File: src/rtl/sc_seq_pkg.sv
package sc_seq_pkg;

  typedef enum logic [2:0] {
    ST_IDLE,
    ST_ARMED,
    ST_BUILD,
    ST_SHORT,
    ST_HOLD,
    ST_DONE,
    ST_FAULT
  } seq_state_t;

  localparam logic [2:0] ADDR_MODE  = 3'd0;
  localparam logic [2:0] ADDR_BUILD = 3'd1;
  localparam logic [2:0] ADDR_SHORT = 3'd2;
  localparam logic [2:0] ADDR_HOLD  = 3'd3;
  localparam logic [2:0] ADDR_TRIG  = 3'd4;

  localparam logic [2:0] STS_IDLE  = 3'd0;
  localparam logic [2:0] STS_ARMED = 3'd1;
  localparam logic [2:0] STS_RUN   = 3'd2;
  localparam logic [2:0] STS_DONE  = 3'd3;
  localparam logic [2:0] STS_FAULT = 3'd4;

endpackage

File: src/rtl/sc_seq_regs.sv
module sc_seq_regs
  import sc_seq_pkg::*;
#(
  parameter int CW = 16,
  parameter int AW = 3
) (
  input  logic          clk,
  input  logic          rst_n,
  input  logic          wr_en,
  input  logic [AW-1:0] wr_addr,
  input  logic [CW-1:0] wr_data,
  input  logic          lock_i,
  output logic          mode_o,
  output logic [CW-1:0] build_o,
  output logic [CW-1:0] short_o,
  output logic [CW-1:0] hold_o,
  output logic [CW-1:0] trig_o
);

  logic          wr_ok;
  logic          mode_en, build_en, short_en, hold_en, trig_en;
  logic          mode_q;
  logic [CW-1:0] build_q, short_q, hold_q, trig_q;

  always_comb begin
    wr_ok    = wr_en && !lock_i;
    mode_en  = wr_ok && (wr_addr == AW'(ADDR_MODE));
    build_en = wr_ok && (wr_addr == AW'(ADDR_BUILD));
    short_en = wr_ok && (wr_addr == AW'(ADDR_SHORT));
    hold_en  = wr_ok && (wr_addr == AW'(ADDR_HOLD));
    trig_en  = wr_ok && (wr_addr == AW'(ADDR_TRIG));
  end

  always_ff @(posedge clk or negedge rst_n) begin
    if (!rst_n) begin
      mode_q  <= 1'b0;
      build_q <= '0;
      short_q <= '0;
      hold_q  <= '0;
      trig_q  <= '0;
    end else begin
      if (mode_en)  mode_q  <= wr_data[0];
      if (build_en) build_q <= wr_data;
      if (short_en) short_q <= wr_data;
      if (hold_en)  hold_q  <= wr_data;
      if (trig_en)  trig_q  <= wr_data;
    end
  end

  assign mode_o  = mode_q;
  assign build_o = build_q;
  assign short_o = short_q;
  assign hold_o  = hold_q;
  assign trig_o  = trig_q;


  cfg_locked_chk: assert property (@(posedge clk) disable iff (!rst_n)
    (lock_i && wr_en) |=> ($stable(mode_q) && $stable(build_q) && $stable(short_q)
                           && $stable(hold_q) && $stable(trig_q)));

endmodule

File: src/rtl/sc_seq_ctrl.sv
module sc_seq_ctrl
  import sc_seq_pkg::*;
#(
  parameter int CW = 16
) (
  input  logic          clk,
  input  logic          rst_n,
  input  logic          arm_i,
  input  logic          fire_i,
  input  logic          clear_i,
  input  logic          abort_i,
  input  logic          mode_i,
  input  logic [CW-1:0] build_i,
  input  logic [CW-1:0] short_i,
  input  logic [CW-1:0] hold_i,
  output logic          lock_o,
  output logic          run_next_o,
  output logic          start_next_o,
  output logic          dut_o,
  output logic          ser_o,
  output logic          par_o,
  output logic          done_o,
  output logic [2:0]    status_o
);

  seq_state_t    state_q, state_d;
  logic [CW-1:0] cnt_q, cnt_d;
  logic          dut_q, ser_q, par_q, done_q;
  logic          dut_d, ser_d, par_d, done_d;
  logic          cfg_ok, cnt_zero;

  always_comb begin
    state_d  = state_q;
    cnt_d    = cnt_q;
    cnt_zero = (cnt_q == '0);
    cfg_ok   = (short_i != '0) && (hold_i != '0) && (!mode_i || (build_i != '0));
    unique case (state_q)
      ST_IDLE, ST_DONE: if (arm_i && cfg_ok) state_d = ST_ARMED;
      ST_ARMED: if (fire_i) begin
        if (mode_i) begin
          state_d = ST_BUILD;
          cnt_d   = build_i - CW'(1);
        end else begin
          state_d = ST_SHORT;
          cnt_d   = short_i - CW'(1);
        end
      end
      ST_BUILD: if (cnt_zero) begin
        state_d = ST_SHORT;
        cnt_d   = short_i - CW'(1);
      end else cnt_d = cnt_q - CW'(1);
      ST_SHORT: if (cnt_zero) begin
        state_d = ST_HOLD;
        cnt_d   = hold_i - CW'(1);
      end else cnt_d = cnt_q - CW'(1);
      ST_HOLD: if (cnt_zero) state_d = ST_DONE;
               else cnt_d = cnt_q - CW'(1);
      ST_FAULT: if (clear_i) state_d = ST_IDLE;
      default: state_d = ST_FAULT;
    endcase
    if (abort_i) state_d = ST_FAULT;
  end

  always_comb begin
    dut_d  = (state_d == ST_BUILD) || (state_d == ST_SHORT);
    ser_d  = (state_d == ST_SHORT) || ((state_d == ST_ARMED) && !mode_i);
    par_d  = (state_d == ST_HOLD) || (state_d == ST_FAULT);
    done_d = (state_d == ST_DONE) && (state_q == ST_HOLD);
  end

  always_ff @(posedge clk or negedge rst_n) begin
    if (!rst_n) begin
      state_q <= ST_IDLE;
      cnt_q   <= '0;
      dut_q   <= 1'b0;
      ser_q   <= 1'b0;
      par_q   <= 1'b0;
      done_q  <= 1'b0;
    end else begin
      state_q <= state_d;
      cnt_q   <= cnt_d;
      dut_q   <= dut_d;
      ser_q   <= ser_d;
      par_q   <= par_d;
      done_q  <= done_d;
    end
  end

  always_comb begin
    unique case (state_q)
      ST_IDLE:                    status_o = STS_IDLE;
      ST_ARMED:                   status_o = STS_ARMED;
      ST_BUILD, ST_SHORT, ST_HOLD: status_o = STS_RUN;
      ST_DONE:                    status_o = STS_DONE;
      default:                    status_o = STS_FAULT;
    endcase
  end

  assign lock_o       = arm_i || (state_q == ST_ARMED) || (state_q == ST_BUILD)
                        || (state_q == ST_SHORT) || (state_q == ST_HOLD);
  assign run_next_o   = (state_d == ST_BUILD) || (state_d == ST_SHORT) || (state_d == ST_HOLD);
  assign start_next_o = (state_q == ST_ARMED) && run_next_o;
  assign dut_o        = dut_q;
  assign ser_o        = ser_q;
  assign par_o        = par_q;
  assign done_o       = done_q;


  no_dual_prot_chk: assert property (@(posedge clk) disable iff (!rst_n)
    !(ser_q && par_q));


  cut_together_chk: assert property (@(posedge clk) disable iff (!rst_n)
    $fell(ser_q) |-> (par_q && !dut_q));


  done_single_chk: assert property (@(posedge clk) disable iff (!rst_n)
    done_q |=> !done_q);


  abort_safe_chk: assert property (@(posedge clk) disable iff (!rst_n)
    abort_i |=> (par_q && !ser_q && !dut_q && (status_o == STS_FAULT)));


  fault_latch_chk: assert property (@(posedge clk) disable iff (!rst_n)
    ((state_q == ST_FAULT) && !clear_i) |=> (state_q == ST_FAULT));

endmodule

File: src/rtl/sc_seq_trig.sv
module sc_seq_trig #(
  parameter int CW = 16
) (
  input  logic          clk,
  input  logic          rst_n,
  input  logic          run_next_i,
  input  logic          start_next_i,
  input  logic [CW-1:0] offset_i,
  output logic          trig_o
);

  localparam int RW = CW + 2;

  logic [RW-1:0] rc_q, rc_d;
  logic          acq_q, acq_d;
  logic          rc_sat;

  always_comb begin
    rc_sat = (rc_q == {RW{1'b1}});
    if (start_next_i)              rc_d = '0;
    else if (run_next_i && !rc_sat) rc_d = rc_q + RW'(1);
    else                           rc_d = rc_q;
    acq_d = run_next_i && (rc_d == RW'(offset_i));
  end

  always_ff @(posedge clk or negedge rst_n) begin
    if (!rst_n) begin
      rc_q  <= '0;
      acq_q <= 1'b0;
    end else begin
      rc_q  <= rc_d;
      acq_q <= acq_d;
    end
  end

  assign trig_o = acq_q;


  trig_single_chk: assert property (@(posedge clk) disable iff (!rst_n)
    acq_q |=> !acq_q);

endmodule

File: src/rtl/sc_pulse_seq.sv
module sc_pulse_seq #(
  parameter int CW = 16,
  parameter int AW = 3
) (
  input  logic          clk,
  input  logic          rst_n,
  input  logic          wr_en,
  input  logic [AW-1:0] wr_addr,
  input  logic [CW-1:0] wr_data,
  input  logic          arm_cmd,
  input  logic          fire_cmd,
  input  logic          clear_cmd,
  input  logic          host_abort,
  input  logic          ext_abort,
  output logic          dut_gate,
  output logic          ser_gate,
  output logic          par_gate,
  output logic          acq_trig,
  output logic          done_pulse,
  output logic [2:0]    status
);

  logic          lock, run_next, start_next, mode;
  logic [CW-1:0] build_len, short_len, hold_len, trig_off;
  logic          abort_any;

  assign abort_any = host_abort || ext_abort;

  sc_seq_regs #(.CW(CW), .AW(AW)) u_regs (
    .clk     (clk),
    .rst_n   (rst_n),
    .wr_en   (wr_en),
    .wr_addr (wr_addr),
    .wr_data (wr_data),
    .lock_i  (lock),
    .mode_o  (mode),
    .build_o (build_len),
    .short_o (short_len),
    .hold_o  (hold_len),
    .trig_o  (trig_off)
  );

  sc_seq_ctrl #(.CW(CW)) u_ctrl (
    .clk          (clk),
    .rst_n        (rst_n),
    .arm_i        (arm_cmd),
    .fire_i       (fire_cmd),
    .clear_i      (clear_cmd),
    .abort_i      (abort_any),
    .mode_i       (mode),
    .build_i      (build_len),
    .short_i      (short_len),
    .hold_i       (hold_len),
    .lock_o       (lock),
    .run_next_o   (run_next),
    .start_next_o (start_next),
    .dut_o        (dut_gate),
    .ser_o        (ser_gate),
    .par_o        (par_gate),
    .done_o       (done_pulse),
    .status_o     (status)
  );

  sc_seq_trig #(.CW(CW)) u_trig (
    .clk          (clk),
    .rst_n        (rst_n),
    .run_next_i   (run_next),
    .start_next_i (start_next),
    .offset_i     (trig_off),
    .trig_o       (acq_trig)
  );

endmodule

File: config.mk
export PLATFORM = sky130hd
export DESIGN_NAME = sc_pulse_seq
export DESIGN_NICKNAME = d
export VERILOG_FILES = /design/src/rtl/sc_seq_pkg.sv /design/src/rtl/sc_seq_regs.sv /design/src/rtl/sc_seq_ctrl.sv /design/src/rtl/sc_seq_trig.sv /design/src/rtl/sc_pulse_seq.sv
export SDC_FILE = /design/constraint.sdc
export NUM_CORES = 1
export LEC_CHECK = 0
export ABC_CLOCK_PERIOD_IN_PS = 8100
export CAP_MARGIN = 20
export CORE_ASPECT_RATIO = 2
export CORE_MARGIN = 3
export CORE_UTILIZATION = 40
export CTS_BUF_LIST = sky130_fd_sc_hd__clkbuf_4
export CTS_CLUSTER_DIAMETER = 30
export DETAILED_ROUTE_END_ITERATION = 12
export GPL_TIMING_DRIVEN = 0
export PLACE_DENSITY = 0.54
export SYNTH_ARGS = -nofsm -noshare
export SYNTH_HDL_FRONTEND = slang
export SYNTH_SLANG_ARGS = --single-unit
File: constraint.sdc
create_clock -name clk -period 8.1 [get_ports clk]
set_clock_uncertainty 0.05 [all_clocks]
set_input_delay 0.81 -clock clk [delete_from_list [all_inputs] [get_ports clk]]
set_output_delay 0.81 -clock clk [all_outputs]
set_load 0.05 [all_outputs]
==> impl_metrics.csv, run 1 <==
group,metric,value,unit
outcome,status,"completed",
clock_network,cts_resized,0,
floorplanning,die_y,188.4,µm
drt,drc,0,
yosys,synth_area,0.006653,mm²
placed_design,place.gp.congestion,0.9745,
setup_path,r2r-start,"u_regs.short_o[0]$_DFFE_PN0P_",
clock_network,cts_buffer_depth,2,
finish,drive_gt1_share,13.01,%
sta,report.final.setup_viol,0,
setup_path,critPathSlowestCell,"o41ai_2",
yosys,synth_seq_cells,107,
yosys,synthArstFlopShare,100.0,%
sta,slew_viol_final,0,
setup_path,crit_type,"flip-flop to flip-flop",
global_routing,grt_max_degree,71,
clock_network,path_clk_slew,0.19,ns
finish,finalNetCount,785,
sta,worst_pin_slew,0.8374,ns
setup_path,endpoint_kind,"flip-flop",
finish,final_core_util,45.45,%
power,power,0.001679,W
floorplanning,die_w,97.19,µm
finish,regArea,0.002678,mm²
drt,drtPass1Iterations,5,
floorplanning,dieArea,0.01831,mm²
worst_hold_path,holdCritPathClass,"input pin to async pin",
setup_path,startpoint,"u_regs.short_o[0]$_DFFE_PN0P_",
setup_path,cp_cell_sequence,"inv_1 -> ha_1 -> or3b_2 -> nor4_1 -> a31o_2 -> o211ai_1 -> o2bb2ai_1 -> inv_2 -> o21ai_1 -> o41ai_2 -> xnor2_1 -> o2111ai_1 -> nor4_2",
yosys,synth.area.top_cells,"dfrtp_1 40%, mux2_2 10%, xnor2_1 5.1%",
placed_design,port-buffer-count,34,
floorplanning,fp-row-count,66,
drt,vias,5756,
yosys,yosysMostFrequentCell,"dfrtp_1",
sta,fmax,0.2564,GHz
finish,area_growth,11.13,%
sta,period_share,48.15,%
drt,wl_per_cell,22.15,µm
global_routing,grt_remaining_overflow,0,
setup_path,cp.arrival,4.29,ns
setup_path,required,8.49,ns
yosys,synth_nets,739,
clock_network,post_cts_buffers,0,
sta,hold_violations,0,
yosys,ys_top_cells_by_count,"107 x dfrtp_1, 69 x nor2_1, 62 x mux2_2",
clock_network,cts_tree,"built",
clock_network,numCtsBuffers,9,
floorplanning,io_pins,35,
floorplanning,fp.coreArea,0.01627,mm²
setup_path,max_stage_delay,0.50,ns
setup_path,rrSetupSlack,4.20,ns
setup_path,cp-endpoint,"u_trig.trig_o$_DFF_PN0_",
yosys,synth-seq-area-share,40.25,%
yosys,synth_top_area_share,40.25,%
floorplanning,start_util,40.89,%
yosys,synth_cells,703,
global_routing,grt_pass1_vias,5752,
drt,drtIter0Drc,302,
clock_network,cts_sinks,107,
power,p_leak,2.864,nW
global_routing,grt_first_pass_wirelength,32.24,mm
yosys,ys.flop_type,"dfrtp_1",
global_routing,grt_usage,23.27,%
job,cap_violations,0,
yosys,yosysWarnings,0,
sta,slew_headroom,43.74,%
drt,ant_nets,0,
power,power.density,227.1,mW/mm²
sta,finalSetupTns,0,ns
yosys,synth_edf_count,0,
setup_path,start_kind,"flip-flop",
finish,fillers,1602,
clock_network,cts_hold_buf,0,
sta,rsz0062_at_grt,"false",
yosys,synth.avg_cell_area,9.463,µm²
drt,vias_per_cell,6.008,
clock_network,ctsHtreeMaxLevel,3,
placed_design,place_hpwl,16.90,mm
sta,post-route-min-period,3.900,ns
clock_network,cts_root_buffer,"clkbuf_4",
setup_path,cp_max_fo,10,
clock_network,clk_latency,0.53,ns
power,irDropWorstVdd,93.75,µV
yosys,yosysUniqueCellTypes,71,
finish,multi_input_area,0.003796,mm²
drt,routed_wl,21.22,mm
global_routing,antenna_found_initial,1,
yosys,yosysTopAreaCell,"dfrtp_1",
setup_path,r2r-end,"u_trig.trig_o$_DFF_PN0_",
setup_path,r2r_cells,13,
==> worst min-delay path by stage <==
stage	from	endpoint	slack, ns	depth (start not counted)
after detailed placement	u_regs.hold_o[1]$_DFFE_PN0P_	u_regs.hold_o[1]$_DFFE_PN0P_	0.47	1
after global routing	rst_n	u_regs.hold_o[4]$_DFFE_PN0P_	0.23	1
after global placement	u_regs.trig_o[14]$_DFFE_PN0P_	u_regs.trig_o[14]$_DFFE_PN0P_	0.46	1
after CTS	rst_n	u_ctrl.cnt_q[2]$_DFFE_PN0P_	0.21	1
after floorplan	u_regs.hold_o[0]$_DFFE_PN0P_	u_regs.hold_o[0]$_DFFE_PN0P_	0.44	1
final	rst_n	u_regs.hold_o[4]$_DFFE_PN0P_	0.21	1
==> state kept, by name, indices dropped and copies added (netlist names) <==
name / cells
u_ctrl.cnt_q: 16
u_ctrl.done_o: 1
u_ctrl.dut_o: 1
u_ctrl.par_o: 1
u_ctrl.ser_o: 1
u_ctrl.state_q: 3
u_regs.build_o: 16
u_regs.hold_o: 16
u_regs.mode_o: 1
u_regs.short_o: 16
u_regs.trig_o: 16
u_trig.rc_q: 18
u_trig.trig_o: 1
==> cell type report <==
class | count | area share [%]
inverter | 18 | 0.9139
tap | 204 | 3.452
sequential | 107 | 36.22
buffer | 28 | 1.506
clock inverter | 6 | 0.6769
clock buffer | 9 | 0.9139
antenna | 1 | 0.03385
multi-input combinational | 550 | 51.35
timing repair buffer | 35 | 4.942
==> layer usage <==
metal / up-vias / part of all wire (%) / global-route usage, %
li1: 2673 / - / -
met1: 2827 / 34 / 22.18
met2: 182 / 56 / 44.62
met3: 74 / 2.7 / 2.816
met4: 0 / 7.6 / 16.82
met5: - / 0 / 0
==> power by group <==
part	internal, W	leakage [nW]	switching, W
Sequential	0.000660	1.31	0.000169
Combinational	0.000267	1.49	0.000321
Clock	0.0000658	0.0647	0.000196
==> logic make-up (layout without fill, tap and decap cells) <==
kind of cell               after synthesis  after routing  share of synthesized area, %
and+or+nand+nor                        254            254                         19.82
xor gates and xnor gates                64             64                         8.426
muxes                                   71             71                         11.85
DFF                                    107            107                         40.25
AOI/OAI and AO/OA                      152            152                         15.27
other                                    0              1                             0
buffers and inverters                   46             96                         2.690
adders and majority gates                9              9                         1.693
==> layout by cell type (no fill, tap or decap), types with 3 or more instances in the layout <==
cell type	netlist	layout
a21o_1	3	3
nor2_1	69	69
xnor2_1	39	39
a31oi_1	4	4
or3_1	7	7
nand3_1	18	18
nand2b_1	7	7
xor2_1	25	25
a21oi_1	25	25
nor3_1	24	24
or2_2	3	3
a22o_1	5	5
and4_1	4	4
mux2_2	62	62
nor3b_1	4	4
o2bb2ai_1	3	3
o21ai_0	46	46
clkdlybuf4s50_1	0	33
o21a_1	5	5
mux2i_1	9	9
clkbuf_1	25	25
dfrtp_1	107	107
nor2b_1	3	3
clkbuf_4	0	9
nor4_1	14	14
nand2_1	56	56
o22ai_1	6	6
nand3b_1	3	3
o221ai_1	4	4
a211oi_1	5	5
or4_1	12	12
and3_1	8	8
inv_1	16	16
o31ai_1	5	5
nand4_1	7	7
o211ai_1	11	11
a22oi_1	4	4
ha_1	9	9
o2111ai_1	3	3
==> per-stage QoR <==
stage	setup slack (ns)	instance area, µm²	cells	hold WS [ns]
6_report	4.200	7393	958	0.2062
5_1_grt	4.032	7393	958	0.2338
4_1_cts	4.160	7391	957	0.2096
3_5_place_dp	4.084	7273	942	0.4681
3_3_place_gp	1.930	7248	941	0.4612
2_1_floorplan	5.132	6653	703	0.4436
==> worst max-delay path, delay by kind of cell, from the launching register on <==
kind                     cells  cell delay (ns)
flip-flops                   1             0.44
XOR/XNOR                     1             0.20
buffers and inverters        2             0.38
AND/OR/NAND/NOR              3             1.06
adder cells (fa/ha/maj)      1             0.17
AO/OA/AOI/OAI                6             1.54
Power figures use the tool's default switching activity.
==> run 2: changes to the inputs <==
--- a/config.mk
+++ b/config.mk
@@ -5,7 +5,7 @@
 export SDC_FILE = /design/constraint.sdc
 export NUM_CORES = 1
 export LEC_CHECK = 0
-export ABC_CLOCK_PERIOD_IN_PS = 8100
+export ABC_CLOCK_PERIOD_IN_PS = 3800
 export CAP_MARGIN = 20
 export CORE_ASPECT_RATIO = 2
 export CORE_MARGIN = 3
==> constraint.sdc (replaced) <==
create_clock -name clk -period 3.8 [get_ports clk]
set_clock_uncertainty 0.05 [all_clocks]
set_input_delay 0.38 -clock clk [delete_from_list [all_inputs] [get_ports clk]]
set_output_delay 0.38 -clock clk [all_outputs]
set_load 0.05 [all_outputs]
==> run 2 against run 1 <==
Critical path depth stayed put. Combinational power is 110% higher. Setup slack worse by 4.0 ns.
==> impl_metrics.csv, run 2 (synthesized netlist as in run 1, its figures left out) <==
group,metric,value,unit
outcome,status,"completed",
global_routing,grt_first_pass_wirelength,32.43,mm
sta,slew_viol_final,0,
finish,largest_register,"u_trig.rc_q",
worst_hold_path,holdCritPathClass,"input pin to async pin",
job,cap_violations,0,
floorplanning,start_util,40.89,%
finish,regArea,0.002678,mm²
clock_network,cts_buffer_depth,2,
power,clkPwrFrac,15.5,%
power,switching_share,40.86,%
power,irDropWorstVdd,199.5,µV
setup_path,cp_cell_sequence,"inv_1 -> ha_1 -> nor4b_1 -> nand4_1 -> or2_1 -> and3_1 -> o2bb2ai_1 -> inv_2 -> o21ai_2 -> o41ai_4 -> xnor2_1 -> o2111ai_1 -> nor4_2",
finish,final_core_util,45.73,%
global_routing,grt_max_degree,71,
finish,largest_reg_flops,18,
clock_network,clk_latency,0.52,ns
drt,drtIter0Drc,331,
setup_path,cp_max_fo,10,
drt,wl_per_cell,22.19,µm
drt,ant_nets,0,
sta,hold_violations,0,
setup_path,endpoint_kind,"flip-flop",
floorplanning,fp.coreArea,0.01627,mm²
finish,fillers,1597,
global_routing,grt_usage,23.41,%
finish,mostFrequentLayoutCell,"dfrtp_1",
floorplanning,fp-row-count,66,
drt,vias,5745,
finish,multi_input_area,0.003834,mm²
clock_network,cts_tree,"built",
finish,instances_no_fill,958,
sta,slew_headroom,44.29,%
power,seq_power_share,49.4,%
clock_network,cts_root_buffer,"clkbuf_4",
global_routing,grt_pass1_vias,5770,
clock_network,cts_sinks,107,
placed_design,place_hpwl,16.90,mm
setup_path,required,4.19,ns
global_routing,antenna_found_initial,1,
placed_design,dp.cells,942,
clock_network,path_clk_slew,0.18,ns
power,p_switching,0.001464,W
floorplanning,io_pins,35,
finish,final_cell_mix,"107 x dfrtp_1, 68 x nor2_1, 62 x mux2_2, 56 x nand2_1, 46 x o21ai_0",
sta,period_share,95.78,%
sta,worst_pin_slew,0.8293,ns
setup_path,worst-path-stages,13,
setup_path,critPathSlowestCell,"dfrtp_1",
drt,vias_per_cell,5.997,
setup_path,cp-endpoint,"u_trig.trig_o$_DFF_PN0_",
power,power.density,481.5,mW/mm²
global_routing,grt_remaining_overflow,0,
finish,finalNetCount,785,
sta,report.final.setup_viol,0,
drt,drtPass1Iterations,5,
floorplanning,die_w,97.19,µm
floorplanning,dieArea,0.01831,mm²
placed_design,place.gp.congestion,0.9745,
power,power,0.003582,W
finish,drive_gt1_share,14.08,%
drt,routed_wl,21.26,mm
clock_network,ctsHtreeMaxLevel,3,
clock_network,numCtsBuffers,9,
sta,post-route-min-period,3.640,ns
sta,rsz0062_at_grt,"false",
setup_path,max_stage_delay,0.46,ns
setup_path,r2r-end,"u_trig.trig_o$_DFF_PN0_",
power,power.internal,0.002118,W
setup_path,start_kind,"flip-flop",
drt,drc,0,
sta,fmax,0.2748,GHz
setup_path,startpoint,"u_ctrl.cnt_q[0]$_DFFE_PN0P_",
setup_path,path_buf_inv,2,
power,combPwrFrac,35.1,%
placed_design,port-buffer-count,34,
setup_path,r2r-start,"u_ctrl.cnt_q[0]$_DFFE_PN0P_",
setup_path,crit_type,"flip-flop to flip-flop",
setup_path,critical_path.top_delay_family,"simple AND/OR/NAND/NOR gates",
floorplanning,die_y,188.4,µm
finish,area_growth,11.83,%
setup_path,r2r_cells,13,
setup_path,rrSetupSlack,0.16,ns
power,p_leak,2.879,nW
setup_path,cp.arrival,4.03,ns
## run 2: cell types whose count changed in the layout (fill, tap and decap cells not counted), sizes merged
cell	previous run	this run
clkbuf	34	33
dlygate4sd3	0	1
## run 2: repair_timing
item                                   in CTS  in global routing
endpoints found under the hold margin      37                  0
gates resized for setup                     5                  6
setup buffers                               0                  0
pin swaps                                   1                  1
hold buffers                                1                  0
cloned                                      0                  0
setup endpoints to repair                   1                 16
## run 2: worst min path at each step
stage	startpoint	end	slack [ns]	depth (start not counted)
after floorplan	rst_n	u_ctrl.cnt_q[0]$_DFFE_PN0P_	0.03	0
after global placement	u_regs.trig_o[14]$_DFFE_PN0P_	u_regs.trig_o[14]$_DFFE_PN0P_	0.46	1
after detailed placement	rst_n	u_ctrl.ser_o$_DFF_PN0_	0.37	1
after CTS	rst_n	u_ctrl.cnt_q[2]$_DFFE_PN0P_	0.32	2
after global routing	rst_n	u_regs.hold_o[4]$_DFFE_PN0P_	0.35	2
final	rst_n	u_regs.hold_o[4]$_DFFE_PN0P_	0.33	2
## run 2: final cells by class
type	count	share of cell area (%)
clock inverter	6	0.6727
multi-input combinational	550	51.53
tap	204	3.431
sequential	107	35.99
clock buffer	9	0.9082
inverter	18	0.9082
antenna	1	0.03364
timing repair buffer	36	5.045
buffer	27	1.480
## run 2: power groups by stage
stage / Clock (W) / Sequential (W) / Combinational [W]
after floorplan: 0 / 0.00167 / 0.000881
after global placement: 0 / 0.00177 / 0.00123
after detailed placement: 0 / 0.00179 / 0.00125
after CTS: 0.000579 / 0.00176 / 0.00126
after global routing: 0.000619 / 0.00181 / 0.00136
final: 0.000556 / 0.00177 / 0.00126
## run 2: routing by layer
layer	share of wire [%]	GRT usage, %	vias up
met2	56	45.29	172
met1	33	22.43	2826
met3	2.6	2.779	73
li1	-	-	2674
met5	0	0	-
met4	7.4	15.90	0
## run 2: through the flow
step                hold WS (ns)  TNS (ns)  instance area, µm²  worst slack, ns
finish                    0.3325         0                7440           0.1605
global route              0.3543         0                7440         0.003723
CTS                       0.3210         0                7431          0.02418
detailed placement        0.3676   -0.1097                7273          -0.1097
global placement          0.4612   -205.85                7248           -1.940
floorplan                0.03441         0                6653           0.8376
==> run 3: changes to the inputs <==
--- a/config.mk
+++ b/config.mk
@@ -13,6 +13,7 @@
 export CTS_BUF_LIST = sky130_fd_sc_hd__clkbuf_4
 export CTS_CLUSTER_DIAMETER = 30
 export DETAILED_ROUTE_END_ITERATION = 12
+export GPL_ROUTABILITY_DRIVEN = 0
 export GPL_TIMING_DRIVEN = 0
 export PLACE_DENSITY = 0.54
 export SYNTH_ARGS = -nofsm -noshare
==> run 3 against run 2 <==
Register-to-register slack better by 0.12 ns. Final cell count is 0.31% higher. Sequential power hardly changed. Via count is 0.94% lower. Sequential share of layout area is 0.14 points lower. Utilization is 0.18 points higher. Total power is 0.32% higher. Critical path depth stayed put. Setup slack better by 0.12 ns. Global-route usage hardly changed. Largest cell class unchanged.
==> impl_metrics.csv, run 3 (synthesized netlist as in run 1, its figures left out) <==
group,metric,value,unit
global_routing,grt_pass1_vias,5842,
finish,mostFrequentLayoutCell,"dfrtp_1",
placed_design,dp.cells,942,
drt,vias,5691,
floorplanning,io_pins,35,
setup_path,path_buf_inv,2,
global_routing,grt_first_pass_wirelength,32.64,mm
finish,finalNetCount,788,
placed_design,place_hpwl,16.93,mm
setup_path,cp_max_fo,10,
finish,fillers,1579,
sta,rsz0062_at_grt,"false",
finish,largest_reg_flops,18,
clock_network,cts_tree,"built",
global_routing,grt_remaining_overflow,0,
sta,finalSetupTns,0,ns
sta,period_share,92.56,%
setup_path,critPathSlowestCell,"o31ai_4",
job,cap_violations,0,
global_routing,antenna_found_initial,1,
drt,drtIter0Drc,325,
drt,drc,0,
floorplanning,fp.coreArea,0.01627,mm²
floorplanning,fp-row-count,66,
clock_network,cts_buffer_depth,2,
setup_path,start_kind,"flip-flop",
sta,post-route-min-period,3.517,ns
finish,drive_gt1_share,14.55,%
sta,slew_viol_final,0,
sta,fmax,0.2843,GHz
finish,largest_register,"u_trig.rc_q",
worst_hold_path,holdCritPathClass,"input pin to async pin",
drt,drtPass1Iterations,5,
drt,ant_nets,0,
power,irDropWorstVdd,225.5,µV
setup_path,r2r_cells,13,
drt,wl_per_cell,22.15,µm
outcome,status,"completed",
clock_network,clk_latency,0.51,ns
clock_network,numCtsBuffers,9,
floorplanning,die_y,188.4,µm
setup_path,critical_path.top_delay_family,"simple AND/OR/NAND/NOR gates",
clock_network,ctsHtreeMaxLevel,3,
setup_path,max_stage_delay,0.63,ns
power,power.density,481.2,mW/mm²
finish,final_cell_mix,"107 x dfrtp_1, 68 x nor2_1, 62 x mux2_2, 56 x nand2_1, 46 x o21ai_0",
global_routing,grt_max_degree,64,
sta,hold_violations,0,
setup_path,cp_cell_sequence,"inv_1 -> ha_1 -> nor4b_2 -> nand4_2 -> o31ai_4 -> inv_2 -> and4_4 -> nand3_2 -> nor3_1 -> a311o_1 -> xnor2_1 -> o2111ai_1 -> nor4_2",
power,p_leak,2.891,nW
clock_network,path_clk_slew,0.17,ns
setup_path,endpoint_kind,"flip-flop",
clock_network,cts_root_buffer,"clkbuf_4",
sta,report.final.setup_viol,0,
floorplanning,die_w,97.19,µm
drt,routed_wl,21.29,mm
setup_path,crit_type,"flip-flop to flip-flop",
floorplanning,dieArea,0.01831,mm²
finish,instances_no_fill,961,
setup_path,worst-path-stages,13,
drt,vias_per_cell,5.922,
floorplanning,start_util,40.89,%
global_routing,grt_usage,23.45,%
finish,regArea,0.002678,mm²
setup_path,cp.arrival,3.90,ns
sta,slew_headroom,43.17,%
placed_design,port-buffer-count,34,
sta,worst_pin_slew,0.8460,ns
setup_path,required,4.19,ns
finish,multi_input_area,0.003840,mm²
clock_network,cts_sinks,107,
finish,area_growth,12.26,%
sta,whs,0.3731,ns
-- run 3: cell types whose count changed in the layout (fill, tap and decap cells not counted) --
cell      previous run  this run
buf_4                2         5
clkinv_4             1         2
inv_6                2         1
nor4_1              13        12
nor4_2               2         3
-- run 3: stage by stage --
step / util, % / cell area (µm²) / total power, W / setup WS, ns
floorplan: - / 6653 / 0.002552 / 0.8376
global placement: 44.55 / 7248 / 0.002999 / -1.943
detailed placement: 44.71 / 7273 / 0.003041 / -0.07715
CTS: 45.68 / 7431 / 0.003605 / 0.002324
global route: 45.91 / 7468 / 0.003798 / 0.03863
finish: 45.91 / 7468 / 0.003593 / 0.2827
-- run 3: worst register-to-register path: stages, from the launching register on --
cell and delay [ns]:
dfrtp_1 0.45, inv_1 0.10, ha_1 0.17, nor4b_2 0.24, nand4_2 0.28, o31ai_4 0.63, inv_2 0.15, and4_4 0.25
nand3_2 0.09, nor3_1 0.06, a311o_1 0.36, xnor2_1 0.16, o2111ai_1 0.18, nor4_2 0.28
-- run 3: timing repair --
action                                 in CTS  in global routing
pin swaps                                   1                  2
setup buffers                               0                  3
hold buffers                                1                  0
resized for setup                           5                  7
endpoints found under the hold margin      44                  0
setup endpoints to repair                   1                 17
-- run 3: power breakdown --
part           internal, W  leakage [nW]  switching (W)  total, W
Combinational     0.000575          1.51       0.000690   0.00127
Clock             0.000139        0.0643       0.000416  0.000555
Sequential         0.00141          1.31       0.000366   0.00177
-- run 3: layout make-up --
cell class,count,area share (%)
Antenna cell,1,0.03351
Buffer,27,1.474
Clock buffer,9,0.9047
Clock inverter,6,0.6701
Inverter,18,0.9047
Multi-Input combinational cell,550,51.42
Sequential cell,107,35.85
Tap cell,204,3.418
Timing Repair Buffer,39,5.328
-- run 3: path summary, 6_finish.rpt --
path	from	endpoint	slack (ns)
hold reg to reg	u_regs.trig_o[14]$_DFFE_PN0P_	u_regs.trig_o[14]$_DFFE_PN0P_	0.50
hold / removal	rst_n	u_trig.rc_q[14]$_DFF_PN0_	0.37
setup / recovery	u_ctrl.cnt_q[0]$_DFFE_PN0P_	u_trig.trig_o$_DFF_PN0_	0.28
max in group asynchronous	rst_n	u_regs.build_o[3]$_DFFE_PN0P_	2.58
min in group clk	u_regs.trig_o[14]$_DFFE_PN0P_	u_regs.trig_o[14]$_DFFE_PN0P_	0.50
setup reg to reg	u_ctrl.cnt_q[0]$_DFFE_PN0P_	u_trig.trig_o$_DFF_PN0_	0.28
-- run 3: metal layers --
layer  global-route usage, %  part of all wire [%]  vias up
li1                        -                     -     2677
met3                   2.779                   2.6       54
met5                       0                     0        -
met4                   14.28                   5.9        0
met2                   46.19                    58      152
met1                   22.48                    34     2808
